<file path="src/rtl/irp_pkg.sv">
// Package: shared constants for the indirect register port.
// Assumes an 8-bit host data path; the bit positions of the auxiliary
// status byte are fixed here because host software decodes them.
package irp_pkg;
    localparam int unsigned ASR_INT  = 7;
    localparam int unsigned ASR_LCI  = 6;
    localparam int unsigned ASR_BSY  = 5;
    localparam int unsigned ASR_CIP  = 4;
    localparam int unsigned ASR_PERR = 1;
    localparam int unsigned ASR_DBR  = 0;

    // Decoded host operation for one clock cycle.
    typedef struct packed {
        logic addr_wr;
        logic addr_rd;
        logic val_wr;
        logic val_rd;
    } host_op_t;
endpackage

</file>
<file path="src/rtl/irp_index_ptr.sv">
// Module: register index pointer.
// Loads a new index from the address port and steps by one after each
// granted value access, saturating at LAST_IDX. Assumes load and step
// are never high together (address and value port are exclusive).
module irp_index_ptr #(
    parameter int unsigned IDX_W    = 5,
    parameter int unsigned LAST_IDX = 25
) (
    input  logic             clk,
    input  logic             rst_n,
    input  logic             load,
    input  logic [IDX_W-1:0] load_val,
    input  logic             step,
    output logic [IDX_W-1:0] idx
);
    localparam logic [IDX_W-1:0] LAST = IDX_W'(LAST_IDX);

    logic [IDX_W-1:0] idx_q;

    // Index register: load wins, otherwise step until the last index.
    always_ff @(posedge clk) begin
        if (!rst_n) begin
            idx_q <= '0;
        end else if (load) begin
            idx_q <= load_val;
        end else if (step && (idx_q < LAST)) begin
            idx_q <= idx_q + IDX_W'(1);
        end
    end

    assign idx = idx_q;
endmodule

</file>
<file path="src/rtl/irp_access_gate.sv">
// Module: access rules for value-port accesses.
// Decides whether a value access at the current index is carried out,
// given the engine's busy and command-in-progress levels. Assumes the
// caller has already separated value reads from value writes.
module irp_access_gate #(
    parameter int unsigned IDX_W    = 5,
    parameter int unsigned NUM_REGS = 26,
    parameter int unsigned CMD_IDX  = 24,
    parameter int unsigned DATA_IDX = 25
) (
    input  logic [IDX_W-1:0] idx,
    input  logic             busy,
    input  logic             cip,
    input  logic             val_wr,
    input  logic             val_rd,
    output logic             grant,
    output logic             cmd_ignored
);
    localparam logic [IDX_W-1:0] TOP_IDX = IDX_W'(NUM_REGS - 1);
    localparam logic [IDX_W-1:0] CMD     = IDX_W'(CMD_IDX);
    localparam logic [IDX_W-1:0] DATA    = IDX_W'(DATA_IDX);

    logic in_range;
    logic allowed;

    // Per-index permission under the current engine state.
    always_comb begin
        in_range = (idx <= TOP_IDX);
        if (cip) begin
            allowed = (idx == DATA);
        end else if (busy) begin
            allowed = (idx == DATA) || (idx == CMD);
        end else begin
            allowed = 1'b1;
        end
        grant       = (val_wr || val_rd) && in_range && allowed;
        cmd_ignored = val_wr && cip && (idx == CMD);
    end
endmodule

</file>
<file path="src/rtl/irp_reg_bank.sv">
// Module: byte register bank.
// One host write port and a combinational read mux. The status entry
// can also be loaded by the engine, which has priority over the host.
// The transfer count bytes and the command byte are brought out directly.
module irp_reg_bank #(
    parameter int unsigned NUM_REGS   = 26,
    parameter int unsigned DATA_W     = 8,
    parameter int unsigned IDX_W      = 5,
    parameter int unsigned STATUS_IDX = 23,
    parameter int unsigned CMD_IDX    = 24,
    parameter int unsigned CNT_IDX    = 18,
    parameter int unsigned CNT_BYTES  = 3
) (
    input  logic                          clk,
    input  logic                          rst_n,
    input  logic                          wr_en,
    input  logic [IDX_W-1:0]              idx,
    input  logic [DATA_W-1:0]             wr_data,
    input  logic                          eng_load,
    input  logic [DATA_W-1:0]             eng_data,
    output logic [DATA_W-1:0]             rd_data,
    output logic [DATA_W-1:0]             cmd_out,
    output logic [CNT_BYTES*DATA_W-1:0]   cnt_out
);
    logic [DATA_W-1:0] regs [NUM_REGS];

    for (genvar g = 0; g < NUM_REGS; g++) begin : g_reg
        if (g == STATUS_IDX) begin : g_status
            // Status byte: engine load first, then host write.
            always_ff @(posedge clk) begin
                if (!rst_n) begin
                    regs[g] <= '0;
                end else if (eng_load) begin
                    regs[g] <= eng_data;
                end else if (wr_en && (idx == IDX_W'(g))) begin
                    regs[g] <= wr_data;
                end
            end
        end else begin : g_plain
            // Plain host-written byte.
            always_ff @(posedge clk) begin
                if (!rst_n) begin
                    regs[g] <= '0;
                end else if (wr_en && (idx == IDX_W'(g))) begin
                    regs[g] <= wr_data;
                end
            end
        end
    end

    // Read mux over the bank; out-of-range indices read zero.
    always_comb begin
        rd_data = '0;
        for (int i = 0; i < NUM_REGS; i++) begin
            if (idx == IDX_W'(i)) begin
                rd_data = regs[i];
            end
        end
    end

    // Count field, lowest index is the most-significant byte.
    for (genvar b = 0; b < CNT_BYTES; b++) begin : g_cnt
        assign cnt_out[(CNT_BYTES-1-b)*DATA_W +: DATA_W] = regs[CNT_IDX+b];
    end

    assign cmd_out = regs[CMD_IDX];
endmodule

</file>
<file path="src/rtl/irp_aux_flags.sv">
// Module: sticky auxiliary status flags.
// Holds interrupt pending and last-command-ignored. Set has priority
// over clear for both flags.
module irp_aux_flags (
    input  logic clk,
    input  logic rst_n,
    input  logic int_set,
    input  logic int_clr,
    input  logic lci_set,
    input  logic lci_clr,
    output logic int_pend,
    output logic lci
);
    // Interrupt pending flag.
    always_ff @(posedge clk) begin
        if (!rst_n) begin
            int_pend <= 1'b0;
        end else if (int_set) begin
            int_pend <= 1'b1;
        end else if (int_clr) begin
            int_pend <= 1'b0;
        end
    end

    // Last-command-ignored flag.
    always_ff @(posedge clk) begin
        if (!rst_n) begin
            lci <= 1'b0;
        end else if (lci_set) begin
            lci <= 1'b1;
        end else if (lci_clr) begin
            lci <= 1'b0;
        end
    end
endmodule

</file>
<file path="src/rtl/indirect_reg_port.sv">
// Module: indirect auto-advancing register port (top).
// Two host locations give access to a register bank through an index
// pointer. Assumes one-cycle host strobes; on a simultaneous read and
// write the write is taken. Read data is registered.
module indirect_reg_port #(
    parameter int unsigned DATA_W     = 8,
    parameter int unsigned NUM_REGS   = 26,
    parameter int unsigned STATUS_IDX = 23,
    parameter int unsigned CMD_IDX    = 24,
    parameter int unsigned DATA_IDX   = 25,
    parameter int unsigned CNT_IDX    = 18,
    parameter int unsigned CNT_BYTES  = 3
) (
    input  logic                        clk,
    input  logic                        rst_n,
    input  logic                        host_addr_sel,
    input  logic                        host_wr,
    input  logic                        host_rd,
    input  logic [DATA_W-1:0]           host_wdata,
    output logic [DATA_W-1:0]           host_rdata,
    input  logic                        eng_busy,
    input  logic                        eng_cip,
    input  logic                        eng_perr,
    input  logic                        eng_dbr,
    input  logic                        eng_int_set,
    input  logic [DATA_W-1:0]           eng_status,
    output logic                        cmd_start,
    output logic [DATA_W-1:0]           cmd_code,
    output logic [CNT_BYTES*DATA_W-1:0] xfer_count
);
    import irp_pkg::*;

    localparam int unsigned IDX_W = $clog2(NUM_REGS);
    localparam logic [IDX_W-1:0] STATUS = IDX_W'(STATUS_IDX);
    localparam logic [IDX_W-1:0] CMD    = IDX_W'(CMD_IDX);

    host_op_t          op;
    logic [IDX_W-1:0]  idx_q;
    logic              grant;
    logic              cmd_ignored;
    logic [DATA_W-1:0] bank_rd;
    logic              int_q;
    logic              lci_q;
    logic              cmd_accept;
    logic [DATA_W-1:0] asr;
    logic              cmd_start_q;
    logic [DATA_W-1:0] rdata_q;

    // Decode the host strobes into one operation.
    always_comb begin
        op.addr_wr = host_wr && host_addr_sel;
        op.val_wr  = host_wr && !host_addr_sel;
        op.addr_rd = host_rd && !host_wr && host_addr_sel;
        op.val_rd  = host_rd && !host_wr && !host_addr_sel;
    end

    irp_index_ptr #(
        .IDX_W    (IDX_W),
        .LAST_IDX (DATA_IDX)
    ) u_ptr (
        .clk      (clk),
        .rst_n    (rst_n),
        .load     (op.addr_wr),
        .load_val (host_wdata[IDX_W-1:0]),
        .step     (grant),
        .idx      (idx_q)
    );

    irp_access_gate #(
        .IDX_W    (IDX_W),
        .NUM_REGS (NUM_REGS),
        .CMD_IDX  (CMD_IDX),
        .DATA_IDX (DATA_IDX)
    ) u_gate (
        .idx         (idx_q),
        .busy        (eng_busy),
        .cip         (eng_cip),
        .val_wr      (op.val_wr),
        .val_rd      (op.val_rd),
        .grant       (grant),
        .cmd_ignored (cmd_ignored)
    );

    irp_reg_bank #(
        .NUM_REGS   (NUM_REGS),
        .DATA_W     (DATA_W),
        .IDX_W      (IDX_W),
        .STATUS_IDX (STATUS_IDX),
        .CMD_IDX    (CMD_IDX),
        .CNT_IDX    (CNT_IDX),
        .CNT_BYTES  (CNT_BYTES)
    ) u_bank (
        .clk      (clk),
        .rst_n    (rst_n),
        .wr_en    (op.val_wr && grant),
        .idx      (idx_q),
        .wr_data  (host_wdata),
        .eng_load (eng_int_set),
        .eng_data (eng_status),
        .rd_data  (bank_rd),
        .cmd_out  (cmd_code),
        .cnt_out  (xfer_count)
    );

    assign cmd_accept = op.val_wr && grant && (idx_q == CMD);

    irp_aux_flags u_flags (
        .clk      (clk),
        .rst_n    (rst_n),
        .int_set  (eng_int_set),
        .int_clr  (op.val_rd && grant && (idx_q == STATUS)),
        .lci_set  (cmd_ignored),
        .lci_clr  (cmd_accept),
        .int_pend (int_q),
        .lci      (lci_q)
    );

    // Assemble the live auxiliary status byte.
    always_comb begin
        asr           = '0;
        asr[ASR_INT]  = int_q;
        asr[ASR_LCI]  = lci_q;
        asr[ASR_BSY]  = eng_busy;
        asr[ASR_CIP]  = eng_cip;
        asr[ASR_PERR] = eng_perr;
        asr[ASR_DBR]  = eng_dbr;
    end

    // Registered host read data.
    always_ff @(posedge clk) begin
        if (!rst_n) begin
            rdata_q <= '0;
        end else if (op.addr_rd) begin
            rdata_q <= asr;
        end else if (op.val_rd) begin
            rdata_q <= grant ? bank_rd : '0;
        end
    end

    // One-cycle start pulse after an accepted command write.
    always_ff @(posedge clk) begin
        if (!rst_n) begin
            cmd_start_q <= 1'b0;
        end else begin
            cmd_start_q <= cmd_accept;
        end
    end

    assign host_rdata = rdata_q;
    assign cmd_start  = cmd_start_q;
endmodule

</file>
<file path="config.mk">
export PLATFORM = sky130hd
export DESIGN_NAME = indirect_reg_port
export DESIGN_NICKNAME = d
export VERILOG_FILES = /design/src/rtl/irp_pkg.sv /design/src/rtl/irp_index_ptr.sv /design/src/rtl/irp_access_gate.sv /design/src/rtl/irp_reg_bank.sv /design/src/rtl/irp_aux_flags.sv /design/src/rtl/indirect_reg_port.sv
export SDC_FILE = /design/constraint.sdc
export NUM_CORES = 1
export LEC_CHECK = 0
export BUFFER_PORTS_ARGS = -buffer_cell sky130_fd_sc_hd__buf_4
export CORE_ASPECT_RATIO = 0.8
export CORE_MARGIN = 2
export CORE_UTILIZATION = 30
export DETAILED_ROUTE_END_ITERATION = 6
export GPL_ROUTABILITY_DRIVEN = 0
export PLACE_DENSITY = 0.45
export SLEW_MARGIN = 20
export SYNTH_ARGS = -nofsm -noshare
export SYNTH_HDL_FRONTEND = slang
export SYNTH_SLANG_ARGS = --single-unit
</file>
<file path="constraint.sdc">
create_clock -name clk -period 3.8 [get_ports clk]
set_clock_uncertainty 0.1 [all_clocks]
set_input_delay 0.38 -clock clk [delete_from_list [all_inputs] [get_ports clk]]
set_output_delay 0.38 -clock clk [all_outputs]
set_load 0.01 [all_outputs]
</file>
; Yosys cells after proc, flatten, opt, wreduce, memory -nomap -nowiden
; Memories as Yosys holds them, arrays and structs flattened.
; Cells that the tools add are included.
[classes]
order_cmp = 2
multipliers = 0
mux = 147
bitwise = 28
add_sub_neg = 1
n_reduce_logical = 49
n_eq_ne = 25
shift = 0
div = 0
[ops]
columns = operator, count
row1 = 8-bit 2-to-1 mux, 56
row2 = 1-bit 2-to-1 mux, 89
row3 = 5-bit equality test (second input constant), 10
row4 = 5-bit by 4-bit equality test with 1-bit output (second input constant), 8
row5 = 1-bit logical AND, 39
row6 = 1-bit OR, 27
row7 = 5-bit by 3-bit equality test with 1-bit output (second input constant), 4
row8 = 5-bit by 2-bit equality test with 1-bit output (second input constant), 2
row9 = 5-bit 2-to-1 mux, 2
row10 = 2-bit nonzero test, 4
row11 = 5-bit by 1-bit adder with 5-bit output (second input constant), 1
row12 = 5-bit by 1-bit equality test with 1-bit output (second input constant), 1
row13 = 5-bit <= comparator (second input constant), 1
row14 = 5-bit logical NOT, 1
row15 = 5-bit less-than comparator (second input constant), 1
row16 = 1-bit logical NOT, 2
row17 = 1-bit logical OR, 2
row18 = 2-bit OR reduction, 1
row19 = 1-bit inverter, 1
[totals]
reg_bits = 16
mem_bits_ro = 0
latchBits = 0
ram_bits = 208
elab_cells = 259
mem_count = 1
[memory_table]
columns = memory, depth, word_bits, read_ports, rd_ports_with_merged_regs, write_ports, line
row1 = u_bank.regs, 26, 8, 26, 0, 26, irp_reg_bank.sv:25  ; logic [DATA_W-1:0] regs [NUM_REGS];

; Longest topological paths before layout
[depth]
ltp_word = 30
mapped_depth = 12

; Hierarchy
; Synthesis repeated with hierarchy kept, for this count alone.
[unflattened]
cells_unflattened = 1004
area_unflattened_um2 = 11577.4
[by_module_without_submodules]
columns = mod, cells_each, instances, area_per_inst_um2, seq_area_each_um2
row1 = irp_reg_bank, 909, 1, 10732.8, 6246.0
row2 = indirect_reg_port, 51, 1, 430.4, 180.2
row3 = irp_index_ptr, 31, 1, 285.3, 100.1
row4 = irp_aux_flags, 6, 1, 82.6, 40.0
row5 = irp_access_gate, 7, 1, 46.3, 0.0

; Worst setup path after synthesis
; No wires, ideal clock.
[synth_path]
path_type = reg-to-reg
start = reg u_ptr.idx_q[1], in the netlist u_ptr.idx[1]
end = mem u_bank.regs[15][0], in the netlist u_bank.regs[0][120] (enable)
slack_ns = 0.672
t_arrival_ns = 2.644
stages_incl_launch_ff = 10
t_required_ns = 3.316
path_buffers = 4
synth_period_minus_slack_ns = 3.128
cell_sequence = dfxtp_1 > ha_1 > clkbuf_1 > clkbuf_1 > clkbuf_1 > and3_1 > ha_1 > inv_1 > clkbuf_1 > o21ai_0
[synth_rtl]
columns = element, line
row1 = from (decl), irp_index_ptr.sv:18  ; logic [IDX_W-1:0] idx_q;
row2 = from (signal assigned), irp_index_ptr.sv:25  ; idx_q <= load_val;
row3 = from (signal assigned), irp_index_ptr.sv:27  ; idx_q <= idx_q + IDX_W'(1);
row4 = to (decl), irp_reg_bank.sv:25

; Worst setup path after layout
[layout_path]
start = reg u_ptr.idx_q[4], in the netlist u_ptr.idx[4]
end = reg rdata_q[2], in the netlist host_rdata[2]
[layout_between]
elab_chain_len = 28
[layout_rtl]
columns = element, line
row1 = 5-bit logical NOT, irp_reg_bank.sv:55  ; if (idx == IDX_W'(i)) begin
row2 = 8-bit 2-to-1 mux (26 in a row), irp_reg_bank.sv:55
row3 = 8-bit 2-to-1 mux *, indirect_reg_port.sv:136  ; rdata_q <= grant ? bank_rd : '0;
row4 = to (signal assigned), indirect_reg_port.sv:134  ; rdata_q <= asr;
row5 = to (signal assigned), indirect_reg_port.sv:136
row6 = to (decl), indirect_reg_port.sv:47  ; logic [DATA_W-1:0] rdata_q;
; Mark *: on every way between the ends. The rest lies on a longest branch, timed or not.
; A chain may end at the register's enable or synchronous reset.

==> impl_summary.md <==
Status
The run finished with clean final reports.

STA
The number of endpoints failing setup at the final stage is 0. Setup repair after global routing left no endpoint under its margin. The period utilization is 0.9065. For the pin with the worst max-slew slack, the measured transition is 1099 ps. The number of pins with negative max-slew slack in the final report came to 0. The number of hold violations in the final report is 0. In this run the tightest slew margin relative to its limit is 0.2481. The total negative setup slack is 0 ps. Final hold analysis gives a worst-case slack of 12.37 ps.

Based on the critical path, the design can be clocked at up to a little under 300 MHz. The routed design could run at a clock period as short as approximately 3400 ps.

Global route
The first global-routing pass estimated approximately 65,000 um of wire. The initial antenna violation count came to 4. The total congestion overflow after global routing is 0.

The number of global-route vias before repair came to roughly 9,000. The largest net degree at the start of global routing is 33. The total global-route track usage is 0.2151.

Detailed routing
The detailed-route vias per instance is 5.557. The DRC marker count from the first detailed-route iteration is 1,188. The routed via count is 9,547. After detailed routing, the average wire length per cell comes to 25.74 um.

For this run, design rule violations remaining after detail routing come to 0. In this run the remaining antenna-violating nets after routing total 0. The total iterations of the first detailed-routing run is 5. The final layout contains routed wiring with a total length of around 44,000 um.

Synth
The distinct cell type count after synthesis is 81. The flip-flop cell with the highest count after synthesis is sky130_fd_sc_hd__edfxtp_1. The cell area after synthesis is between 0.01 and 0.015 mm^2. The number of nets handed over by synthesis was 1,170. The synthesized design contains 208 enable-type register cells. The flip-flop and latch count after synthesis is between 200 and 250. During synthesis, Yosys emitted a total of 0 warnings. In the synthesized netlist the async set-or-reset flop fraction comes to 0. Synthesis produced a netlist whose cell count is 1,139. The mean instance size in the synthesized netlist is a little over 10 um^2. The share of the Yosys chip area taken by registers is 0.5557.

Final layout
Of the cells placed in the final design, the portion with a size suffix greater than 1 is 0.1707. The layout-stage area growth over the synthesis result is 15.98%. The final design utilization is 0.3558. The post-route cell area is 0.01370 mm^2. The final layout net count is 1,203.

Setup path
STA classifies the critical path startpoint as a flop. Data on the critical path is required at its endpoint by around 4100 ps. In this run the worst path has a maximum fanout of 28. For the worst setup path, the data arrival time is approximately 3800 ps.

The critical path is of the flop to flop type. The capturing element type of the critical path is a flop.

Pwr
The leakage power summed over all cells is 0.004797 uW. Dividing total power by cell area gives a power density of around 440 mW/mm^2. The highest ir drop seen on vdd is 276.6 uV.

The total power consumption of the routed design is ~6000 uW.

Clock tree
The number of CTS-inserted buffers is 24. The number of buffers inserted for hold repair after clock tree synthesis is 0. The total of cells resized after clock tree synthesis is 0. The TritonCTS clock tree is built.

The post-CTS clock slew at the launch and capture registers of the worst setup and hold paths is around 70 ps. The maximum number of buffers from clock root to sink is 3. The library cell used as clock root buffer is sky130_fd_sc_hd__clkbuf_16.

The sink count of the clock tree is 224. Post-CTS timing repair inserted 0 buffers for setup. The H-tree depth is 1. The clock latency on the worst-skew pair is roughly 550 ps.

Placement
During placement, the flow inserted port buffers numbering 66. The post-DP HPWL is 30,890 um. The placed standard-cell area is between 0.01 and 0.015 mm^2.

Die
The standard-cell row count is 64. The floorplan step defined a die boundary enclosing ~0.041 mm^2. The horizontal die dimension is 225.9 um. 67 I/O pins were placed. The initial utilization of the core area, before any placement, comes to 0.3068. From bottom edge to top edge, the die measures between 150 and 200 um. In this run the standard cell core region covers 0.03852 mm^2.

Worst hold path
The class of the worst hold path is input pin to flop.

Flow run
Max-cap violations in this run came to 0.
worst max-delay path, stage by stage (launching register included):
cell	delay [ps]
sky130_fd_sc_hd__dfxtp_2	590
sky130_fd_sc_hd__buf_4	360
sky130_fd_sc_hd__nand3b_1	320
sky130_fd_sc_hd__a21o_1	240
sky130_fd_sc_hd__o2111ai_1	300
sky130_fd_sc_hd__a2111oi_0	1010
sky130_fd_sc_hd__a21o_1	300
sky130_fd_sc_hd__a2111oi_1	90
layer usage:
metal | wire length [um] | share of wire | global-route usage | up-vias
li1 | - | - | - | 4254
met1 | 21760 | 0.49 | 0.3437 | 4866
met2 | 18700 | 0.42 | 0.3051 | 378
met3 | 2961 | 0.067 | 0.03026 | 49
met4 | 800 | 0.018 | 0.04026 | 0
met5 | 0 | 0 | 0 | -
registers in the layout (all words and copies together), names as in the netlist:
register          count
u_flags.int_pend      1
u_ptr.idx             5
u_flags.lci           1
u_bank.regs         208
host_rdata            8
cmd_start             1
through the flow:
step | cells | setup slack, ps
global route | 1717 | 309.9
finish | 1718 | 355.2
global placement | 1674 | 465.0
floorplan | 1139 | 671.6
CTS | 1717 | 477.6
detailed placement | 1674 | 511.6
cells in the final DEF (no fill, tap or decap), drive strengths merged, types with 6 or more instances in the layout:
cell type,count
and4bb,6
a211oi,16
and3,23
and2,41
clkbuf,31
o211ai,6
o21a,9
nand3b,8
inv,15
buf,141
a21oi,66
o221ai,8
and4b,9
dfxtp,16
o32ai,9
a211o,7
o21ai,69
nor2b,11
nand2,65
a221oi,13
nor3,17
a31oi,6
clkinv,7
edfxtp,208
nand4bb,8
nand4b,18
nor2,208
nand2b,11
o22ai,18
a2111oi,6
a22oi,13
nand3,15
power by group:
part | internal (uW) | total [uW] | switching [uW]
sequential | 2780 | 2850 | 67.0
combinational | 205 | 611 | 406
clock | 1540 | 2570 | 1030
total | 4530 | 6030 | 1500
synthesized netlist by cell type, drive strengths merged, types with 4 or more instances:
cell	count	area share
inv	14	0.0044
dfxtp	16	0.027
o22ai	18	0.0095
nand2b	11	0.0058
o21a	9	0.0057
clkbuf	69	0.022
and4bb	6	0.0064
nor2b	11	0.0058
a21o	5	0.0032
and3	23	0.012
a211o	7	0.0052
o221ai	8	0.0059
o21ai	69	0.029
nor3b	5	0.0036
a2111oi	6	0.0048
and2	41	0.022
nand4bb	8	0.0076
buf	65	0.036
a311oi	5	0.0037
and4b	9	0.0076
nand4b	18	0.013
a211oi	16	0.010
nor4bb	4	0.0034
nor4	4	0.0032
nor3	17	0.0082
ha	5	0.0053
o32ai	9	0.0083
nand3	15	0.0064
a22oi	13	0.0083
nand3b	8	0.0051
nor2	208	0.067
a31oi	6	0.0032
nand2	65	0.021
a21oi	66	0.028
edfxtp	208	0.53
a221oi	13	0.010
o211ai	6	0.0038
final timing paths:
check                                  start             to  slack (ps)  cells after the start
worst min register to register   u_flags.lci    u_flags.lci         390                      2
worst min-delay path                 host_wr   u_ptr.idx[4]          10                      3
worst max register to register  u_ptr.idx[4]  host_rdata[2]         360                      7
worst max-delay path            u_ptr.idx[4]  host_rdata[2]         360                      7
cells by family after synthesis:
logic type / share of synthesized area
AOI/OAI and AO/OA: 0.1640
and+or+nand+nor: 0.2086
xor gates and xnor gates: 0.002224
adders and majority gates: 0.005294
muxes: 0.001694
buffers and inverters: 0.06247
DFF: 0.5557
cell type report:
| cell class | count | area [um^2] |
|---|---|---|
| fill | 3922 | 24810 |
| sequential | 224 | 6570 |
| multi-input combinational | 766 | 4521 |
| timing repair buffer | 141 | 1059 |
| tap | 528 | 660.6 |
| clock buffer | 31 | 648.1 |
| clock inverter | 12 | 187.7 |
| inverter | 15 | 56.30 |
| antenna | 1 | 2.502 |
Power figures use the tool's default switching activity.
